$ cat config.mk
export PLATFORM = sky130hd
export DESIGN_NAME = tap_nav
export DESIGN_NICKNAME = d
export VERILOG_FILES = /design/src/rtl/tap_nav_pkg.sv /design/src/rtl/tap_nav_half.sv /design/src/rtl/tap_nav_path.sv /design/src/rtl/tap_nav.sv
export SDC_FILE = /design/constraint.sdc
export NUM_CORES = 1
export LEC_CHECK = 0
export BUFFER_PORTS_ARGS = -buffer_cell sky130_fd_sc_hd__buf_2
export CAP_MARGIN = 20
export CORE_MARGIN = 3
export CORE_UTILIZATION = 50
export DETAILED_ROUTE_END_ITERATION = 8
export GPL_TIMING_DRIVEN = 0
export PLACE_DENSITY = 0.76
export SYNTH_ARGS = -nofsm -noshare
export SYNTH_HDL_FRONTEND = slang
export SYNTH_SLANG_ARGS = --single-unit
$ cat constraint.sdc
create_clock -name clk -period 5.15 [get_ports clk]
set_input_delay 0.2575 -clock clk [delete_from_list [all_inputs] [get_ports clk]]
set_output_delay 0.2575 -clock clk [all_outputs]
set_load 0.1 [all_outputs]
$ cat src/rtl/tap_nav_pkg.sv
package tap_nav_pkg;

    typedef enum logic [2:0] {
        TS_IDLE     = 3'd0,
        TS_PAUSE_IR = 3'd1,
        TS_PAUSE_DR = 3'd2,
        TS_SHIFT_IR = 3'd3,
        TS_SHIFT_DR = 3'd4,
        TS_UNKNOWN  = 3'd7
    } tap_loc_e;

    typedef enum logic [1:0] {
        S_WAIT = 2'd0,
        S_LOW  = 2'd1,
        S_HIGH = 2'd2
    } seq_e;

endpackage

$ cat src/rtl/tap_nav_half.sv
module tap_nav_half #(
    parameter int HW = 8
) (
    input  logic          clk,
    input  logic          rst_n,
    input  logic          run,
    input  logic [HW-1:0] limit,
    output logic          half_end
);
    logic [HW-1:0] cnt;

    assign half_end = run && (cnt == limit);

    always_ff @(posedge clk or negedge rst_n) begin
        if (!rst_n)
            cnt <= '0;
        else if (!run || half_end)
            cnt <= '0;
        else
            cnt <= cnt + 1'b1;
    end

    AST_HALF_BOUND: assert property (@(posedge clk) disable iff (!rst_n)
        run |-> (cnt <= limit));

endmodule

$ cat src/rtl/tap_nav_path.sv
module tap_nav_path import tap_nav_pkg::*; #(
    parameter int PW         = 20,
    parameter int LW         = 5,
    parameter int RESET_ONES = 10
) (
    input  logic [2:0]    origin,
    input  logic [2:0]    target,
    input  logic          with_reset,
    output logic [PW-1:0] bits,
    output logic [LW-1:0] len,
    output logic          bad
);
    // Route constants, bit 0 is emitted first.
    localparam logic [PW-1:0] RST_SEG = {{(PW-RESET_ONES){1'b0}}, {RESET_ONES{1'b1}}};

    logic [PW-1:0] pre, seg;
    logic [LW-1:0] pre_len, seg_len;
    logic          from_pause;

    always_comb begin
        pre        = '0;
        pre_len    = '0;
        from_pause = 1'b0;
        if (with_reset) begin
            pre     = RST_SEG;
            pre_len = LW'(RESET_ONES + 1);
        end else begin
            case (origin)
                TS_PAUSE_IR, TS_PAUSE_DR: from_pause = 1'b1;
                TS_SHIFT_IR, TS_SHIFT_DR: begin
                    pre        = PW'(1);      // 1 then 0: Exit1, Pause
                    pre_len    = LW'(2);
                    from_pause = 1'b1;
                end
                default: ;
            endcase
        end

        seg     = '0;
        seg_len = LW'(1);
        case ({from_pause, target})
            {1'b0, TS_IDLE}:     begin seg = PW'(7'b0000000); seg_len = LW'(1); end
            {1'b0, TS_PAUSE_IR}: begin seg = PW'(7'b0001011); seg_len = LW'(5); end
            {1'b0, TS_PAUSE_DR}: begin seg = PW'(7'b0000101); seg_len = LW'(4); end
            {1'b0, TS_SHIFT_IR}: begin seg = PW'(7'b0000011); seg_len = LW'(4); end
            {1'b0, TS_SHIFT_DR}: begin seg = PW'(7'b0000001); seg_len = LW'(3); end
            {1'b1, TS_IDLE}:     begin seg = PW'(7'b0000011); seg_len = LW'(3); end
            {1'b1, TS_PAUSE_IR}: begin seg = PW'(7'b0101111); seg_len = LW'(7); end
            {1'b1, TS_PAUSE_DR}: begin seg = PW'(7'b0010111); seg_len = LW'(6); end
            {1'b1, TS_SHIFT_IR}: begin seg = PW'(7'b0001111); seg_len = LW'(6); end
            {1'b1, TS_SHIFT_DR}: begin seg = PW'(7'b0000111); seg_len = LW'(5); end
            default: ;
        endcase

        bits = pre | (seg << pre_len);
        len  = pre_len + seg_len;
        bad  = (target > 3'd4) || (!with_reset && (origin > 3'd4));
    end

endmodule

$ cat src/rtl/tap_nav.sv
module tap_nav import tap_nav_pkg::*; #(
    parameter int HW         = 8,
    parameter int IW         = 8,
    parameter int RESET_ONES = 10
) (
    input  logic          clk,
    input  logic          rst_n,
    input  logic [HW-1:0] tck_half,
    input  logic          cmd_valid,
    output logic          cmd_ready,
    input  logic [2:0]    cmd_target,
    input  logic          cmd_reset,
    input  logic [IW-1:0] cmd_idles,
    output logic          done,
    output logic          err,
    output logic          tck,
    output logic          tms,
    output logic          tdi,
    output logic [2:0]    park_state
);
    localparam int PW = RESET_ONES + 10;
    localparam int LW = $clog2(PW + 1);
    localparam int RW = ((LW > IW) ? LW : IW) + 1;

    seq_e          st, st_nx;
    tap_loc_e      park_q;
    logic          half_end, accept, pbad;
    logic [PW-1:0] pbits, pat;
    logic [LW-1:0] plen;
    logic [RW-1:0] remain;
    logic [2:0]    tgt_q;
    logic          tms_q, done_q, err_q;

    tap_nav_half #(.HW(HW)) u_half (
        .clk      (clk),
        .rst_n    (rst_n),
        .run      (st != S_WAIT),
        .limit    (tck_half),
        .half_end (half_end)
    );

    tap_nav_path #(.PW(PW), .LW(LW), .RESET_ONES(RESET_ONES)) u_path (
        .origin     (park_q),
        .target     (cmd_target),
        .with_reset (cmd_reset),
        .bits       (pbits),
        .len        (plen),
        .bad        (pbad)
    );

    assign cmd_ready  = (st == S_WAIT) && !done_q;
    assign accept     = cmd_valid && cmd_ready;
    assign tck        = (st == S_HIGH);
    assign tms        = tms_q;
    assign tdi        = 1'b0;
    assign done       = done_q;
    assign err        = err_q;
    assign park_state = park_q;

    always_comb begin
        st_nx = st;
        unique case (st)
            S_WAIT: if (accept && !pbad) st_nx = S_LOW;
            S_LOW:  if (half_end) st_nx = S_HIGH;
            S_HIGH: if (half_end) st_nx = (remain == RW'(1)) ? S_WAIT : S_LOW;
            default: st_nx = S_WAIT;
        endcase
    end

    always_ff @(posedge clk or negedge rst_n) begin
        if (!rst_n) st <= S_WAIT;
        else        st <= st_nx;
    end

    always_ff @(posedge clk or negedge rst_n) begin
        if (!rst_n) begin
            park_q <= TS_UNKNOWN;
            tms_q  <= 1'b0;
            pat    <= '0;
            remain <= '0;
            tgt_q  <= '0;
            done_q <= 1'b0;
            err_q  <= 1'b0;
        end else begin
            done_q <= 1'b0;
            err_q  <= 1'b0;
            if (accept) begin
                if (pbad) begin
                    done_q <= 1'b1;
                    err_q  <= 1'b1;
                end else begin
                    tms_q  <= pbits[0];
                    pat    <= pbits >> 1;
                    remain <= RW'(plen) + RW'(cmd_idles);
                    tgt_q  <= cmd_target;
                end
            end else if (st == S_HIGH && half_end) begin
                if (remain == RW'(1)) begin
                    done_q <= 1'b1;
                    park_q <= tap_loc_e'(tgt_q);
                    tms_q  <= 1'b0;
                end else begin
                    tms_q  <= pat[0];
                    pat    <= pat >> 1;
                    remain <= remain - 1'b1;
                end
            end
        end
    end

    AST_TMS_HOLD: assert property (@(posedge clk) disable iff (!rst_n)
        (tck && $past(tck)) |-> $stable(tms));
    AST_DONE_SINGLE: assert property (@(posedge clk) disable iff (!rst_n)
        done |=> !done);
    AST_READY_NO_TCK: assert property (@(posedge clk) disable iff (!rst_n)
        cmd_ready |-> !tck);
    AST_ERR_WITH_DONE: assert property (@(posedge clk) disable iff (!rst_n)
        err |-> done);
    AST_PARK_ON_DONE: assert property (@(posedge clk) disable iff (!rst_n)
        !$stable(park_state) |-> (done && !err));

endmodule

==> metrics <==
grt ovf 0; Setup WS post-layout 1.22 ns; Critical Path AT 4.18 ns; first-pass detailed-route iteration total 4; row count 26; Resized cells post-CTS 0; crit start category register; wirelength, routed 6.51 mm; post-synthesis sequential area ratio 39.2%; switching share of power 40.1%; max frequency 254 MHz; setup total negative slack 0 ns; most common cell after layout, fill and taps aside dfrtp_1; first-pass GRT wire length 11.0 mm; Post-Layout Cell Count 421; via count 2447; DP Cell Count 413; cell mode on critical path a31oi_1; Worst path max stage delay 0.59 ns; Cell variety after synth 60; Reg clk slew, reported paths 0.09 ns; asr flop ratio synth 100%; IO Port Bufs 29; GRT Total Usage 22.0%; depth of the CTS H-tree 2; status finished clean; setup violators final 0; DP Worst Slack 1.24 ns; Core ar. 5270 um^2; R2R depth 13; number of synthesized register bits 44; Setup crit end kind register; cts bufs inserted 5; clock share of power 21.7%; switching pwr 527 uW; Antenna diodes 0; internal power 786 uW; ordered list of cells on the worst path or3b_4, a21oi_4, buf_6, mux2_1, fa_1, inv_1, ha_1, a211oi_1, o21ai_0, a2111oi_0, a31oi_1, a31oi_1, a21o_1; final period utilization 76.4%; RSZ-0062 raised after global routing false; # DRC 0; hpwl dp 4.89 mm; Post-layout nets 385; initial antenna violation count 0; WL/cell 15.5 um; Post-CTS Hold Buffers 0; die area 6570 um^2; number of synthesized flops with an enable pin 0; Worst-Margin Slew 0.961 ns; YS warnings 0; max cap viols 0; Clock Skew 0.00853 ns; Post-synth top flop dfrtp_1; root buffer cell clkbuf_8; Skew-Pair Late Insertion Delay 0.31 ns; synthesized area 2820 um^2; CP max stage cell dfstp_2; area grow syn2layout 12.6%; LEAKAGE 1.41 nW; chip width 81.0 um; data required time at the worst endpoint 5.40 ns; FILL cells 487; most frequent cells in the layout dfrtp_1, buf_2, nor2_1, nand2_1, o21ai_1; die span in y 81.0 um; post-DR vias/cell 5.81; final number of max-transition violations 0; Max FO, Critical Path 10; worst reg2reg setup slack 1.22 ns; Initial DRC Count 203; sequential share of power 39.7%; maximum clock path buffer count 2; syn_nets 349; R2R Path End remain[7]$_DFFE_PN0P_; worst r2r src park_state[2]$_DFFE_PN1P_; post-route ant nets 0; Starting Density 53.4%; Syn Inst Count 314; Post-CTS Setup Bufs 0; vias in the first global route 2376; proportion of layout cells with a drive suffix above 1 19.7%; Crit Path Class register to register; Power Total 1.31 mW; GP Congestion 0.860; Cell Pwr Density 414 nW/um^2; Worst Hold Class input pin to asynchronous set/reset pin; largest net degree at the start of global routing 45; post-synthesis area per instance 8.97 um^2; TritonCTS clock tree yes; post-route minimum period 3.93 ns; Final Hold Vio Count 0; slew margin rel. 36.0%; Gate power share 38.6%; CTS sink count 44; IO Count 32; VDD IR-drop max 0.197 mV
==> kinds of logic after synthesis <==
| group | after synthesis | share of synthesized area (%) |
|---|---|---|
| AND/OR/NAND/NOR | 101 | 18.4 |
| AO/OA/AOI/OAI | 97 | 21.6 |
| adder cells (fa/ha/maj) | 12 | 5.87 |
| buffers and inverters | 31 | 5.47 |
| multiplexers | 8 | 3.16 |
| flip-flops | 44 | 39.2 |
| XOR/XNOR | 20 | 6.22 |
| other | 1 | 0.133 |
==> layout make-up <==
cell class                      instances  area, um^2  share of cell area, %
Multi-Input combinational cell        239        1560                   49.1
Sequential cell                        44        1100                   34.9
Timing Repair Buffer                   29         145                   4.58
Buffer                                 15        93.8                   2.96
Tap cell                               70        87.6                   2.76
Clock buffer                            6        82.6                   2.61
Inverter                               16        60.1                   1.89
Clock inverter                          2        38.8                   1.22
==> sequential cells by signal, indices dropped and copies added, names as in the netlist <==
| name | flops |
|---|---|
| tgt_q | 3 |
| done | 1 |
| park_state | 3 |
| err | 1 |
| pat | 16 |
| st | 2 |
| tms | 1 |
| remain | 9 |
| u_half.cnt | 8 |
==> metal layers <==
layer  track usage (%)  share of wire, %
met1              29.0                44
met2              36.0                47
met3              3.66               6.2
met4              8.95               2.4
met5                 0                 0
==> Yosys cell counts (all sizes together) (3+ instances only) <==
| cell type | n | area (um^2) |
|---|---|---|
| a211oi | 5 | 42.5 |
| a21o | 4 | 30.0 |
| a21oi | 23 | 126 |
| a31oi | 4 | 25.0 |
| and2 | 3 | 18.8 |
| and3 | 6 | 37.5 |
| buf | 11 | 78.8 |
| clkbuf | 4 | 15.0 |
| dfrtp | 41 | 1030 |
| dfstp | 3 | 78.8 |
| ha | 10 | 125 |
| inv | 16 | 60.1 |
| mux2 | 7 | 78.8 |
| nand2 | 27 | 104 |
| nand3 | 6 | 30.0 |
| nand4 | 3 | 18.8 |
| nor2 | 30 | 118 |
| nor2b | 3 | 18.8 |
| nor3 | 6 | 41.3 |
| o21ai | 39 | 199 |
| o21bai | 3 | 22.5 |
| o22ai | 3 | 18.8 |
| or3 | 4 | 25.0 |
| xnor2 | 14 | 123 |
| xor2 | 6 | 52.6 |
==> power groups by stage <==
stage          clock, mW  sequential (mW)  combinational [mW]
5_1_grt            0.300            0.533               0.560
3_3_place_gp           0            0.521               0.494
6_report           0.285            0.522               0.506
4_1_cts            0.289            0.520               0.508
3_5_place_dp           0            0.527               0.505
2_1_floorplan          0            0.536               0.366
==> worst max-delay path by stage <==
stage	start	end	slack, ns	depth (start not counted)
global placement	park_state[2]$_DFFE_PN1P_	remain[7]$_DFFE_PN0P_	1.25	13
finish	park_state[2]$_DFFE_PN1P_	remain[7]$_DFFE_PN0P_	1.22	13
global route	park_state[2]$_DFFE_PN1P_	remain[7]$_DFFE_PN0P_	0.96	13
detailed placement	park_state[2]$_DFFE_PN1P_	remain[7]$_DFFE_PN0P_	1.24	13
CTS	park_state[2]$_DFFE_PN1P_	remain[7]$_DFFE_PN0P_	1.19	13
floorplan	park_state[2]$_DFFE_PN1P_	remain[7]$_DFFE_PN0P_	1.15	13
==> critical path: cells and delay by family, from the launching register on <==
| kind | cells | cell delay [ns] |
|---|---|---|
| compound gates | 7 | 1.41 |
| fa+ha+maj | 2 | 0.87 |
| flops | 1 | 0.59 |
| simple gates | 1 | 0.43 |
| mux | 1 | 0.36 |
| buf+inv | 2 | 0.21 |
==> stage by stage <==
| step | utilization (%) | hold WS, ns | area, um^2 |
|---|---|---|---|
| after floorplan | - | -0.0381 | 2820 |
| after global placement | 57.8 | 0.458 | 3050 |
| after detailed placement | 57.8 | 0.462 | 3050 |
| after CTS | 60.1 | 0.134 | 3170 |
| after global routing | 60.1 | 0.173 | 3170 |
| final | 60.1 | 0.0988 | 3170 |
(Power assumes the default switching activity.)
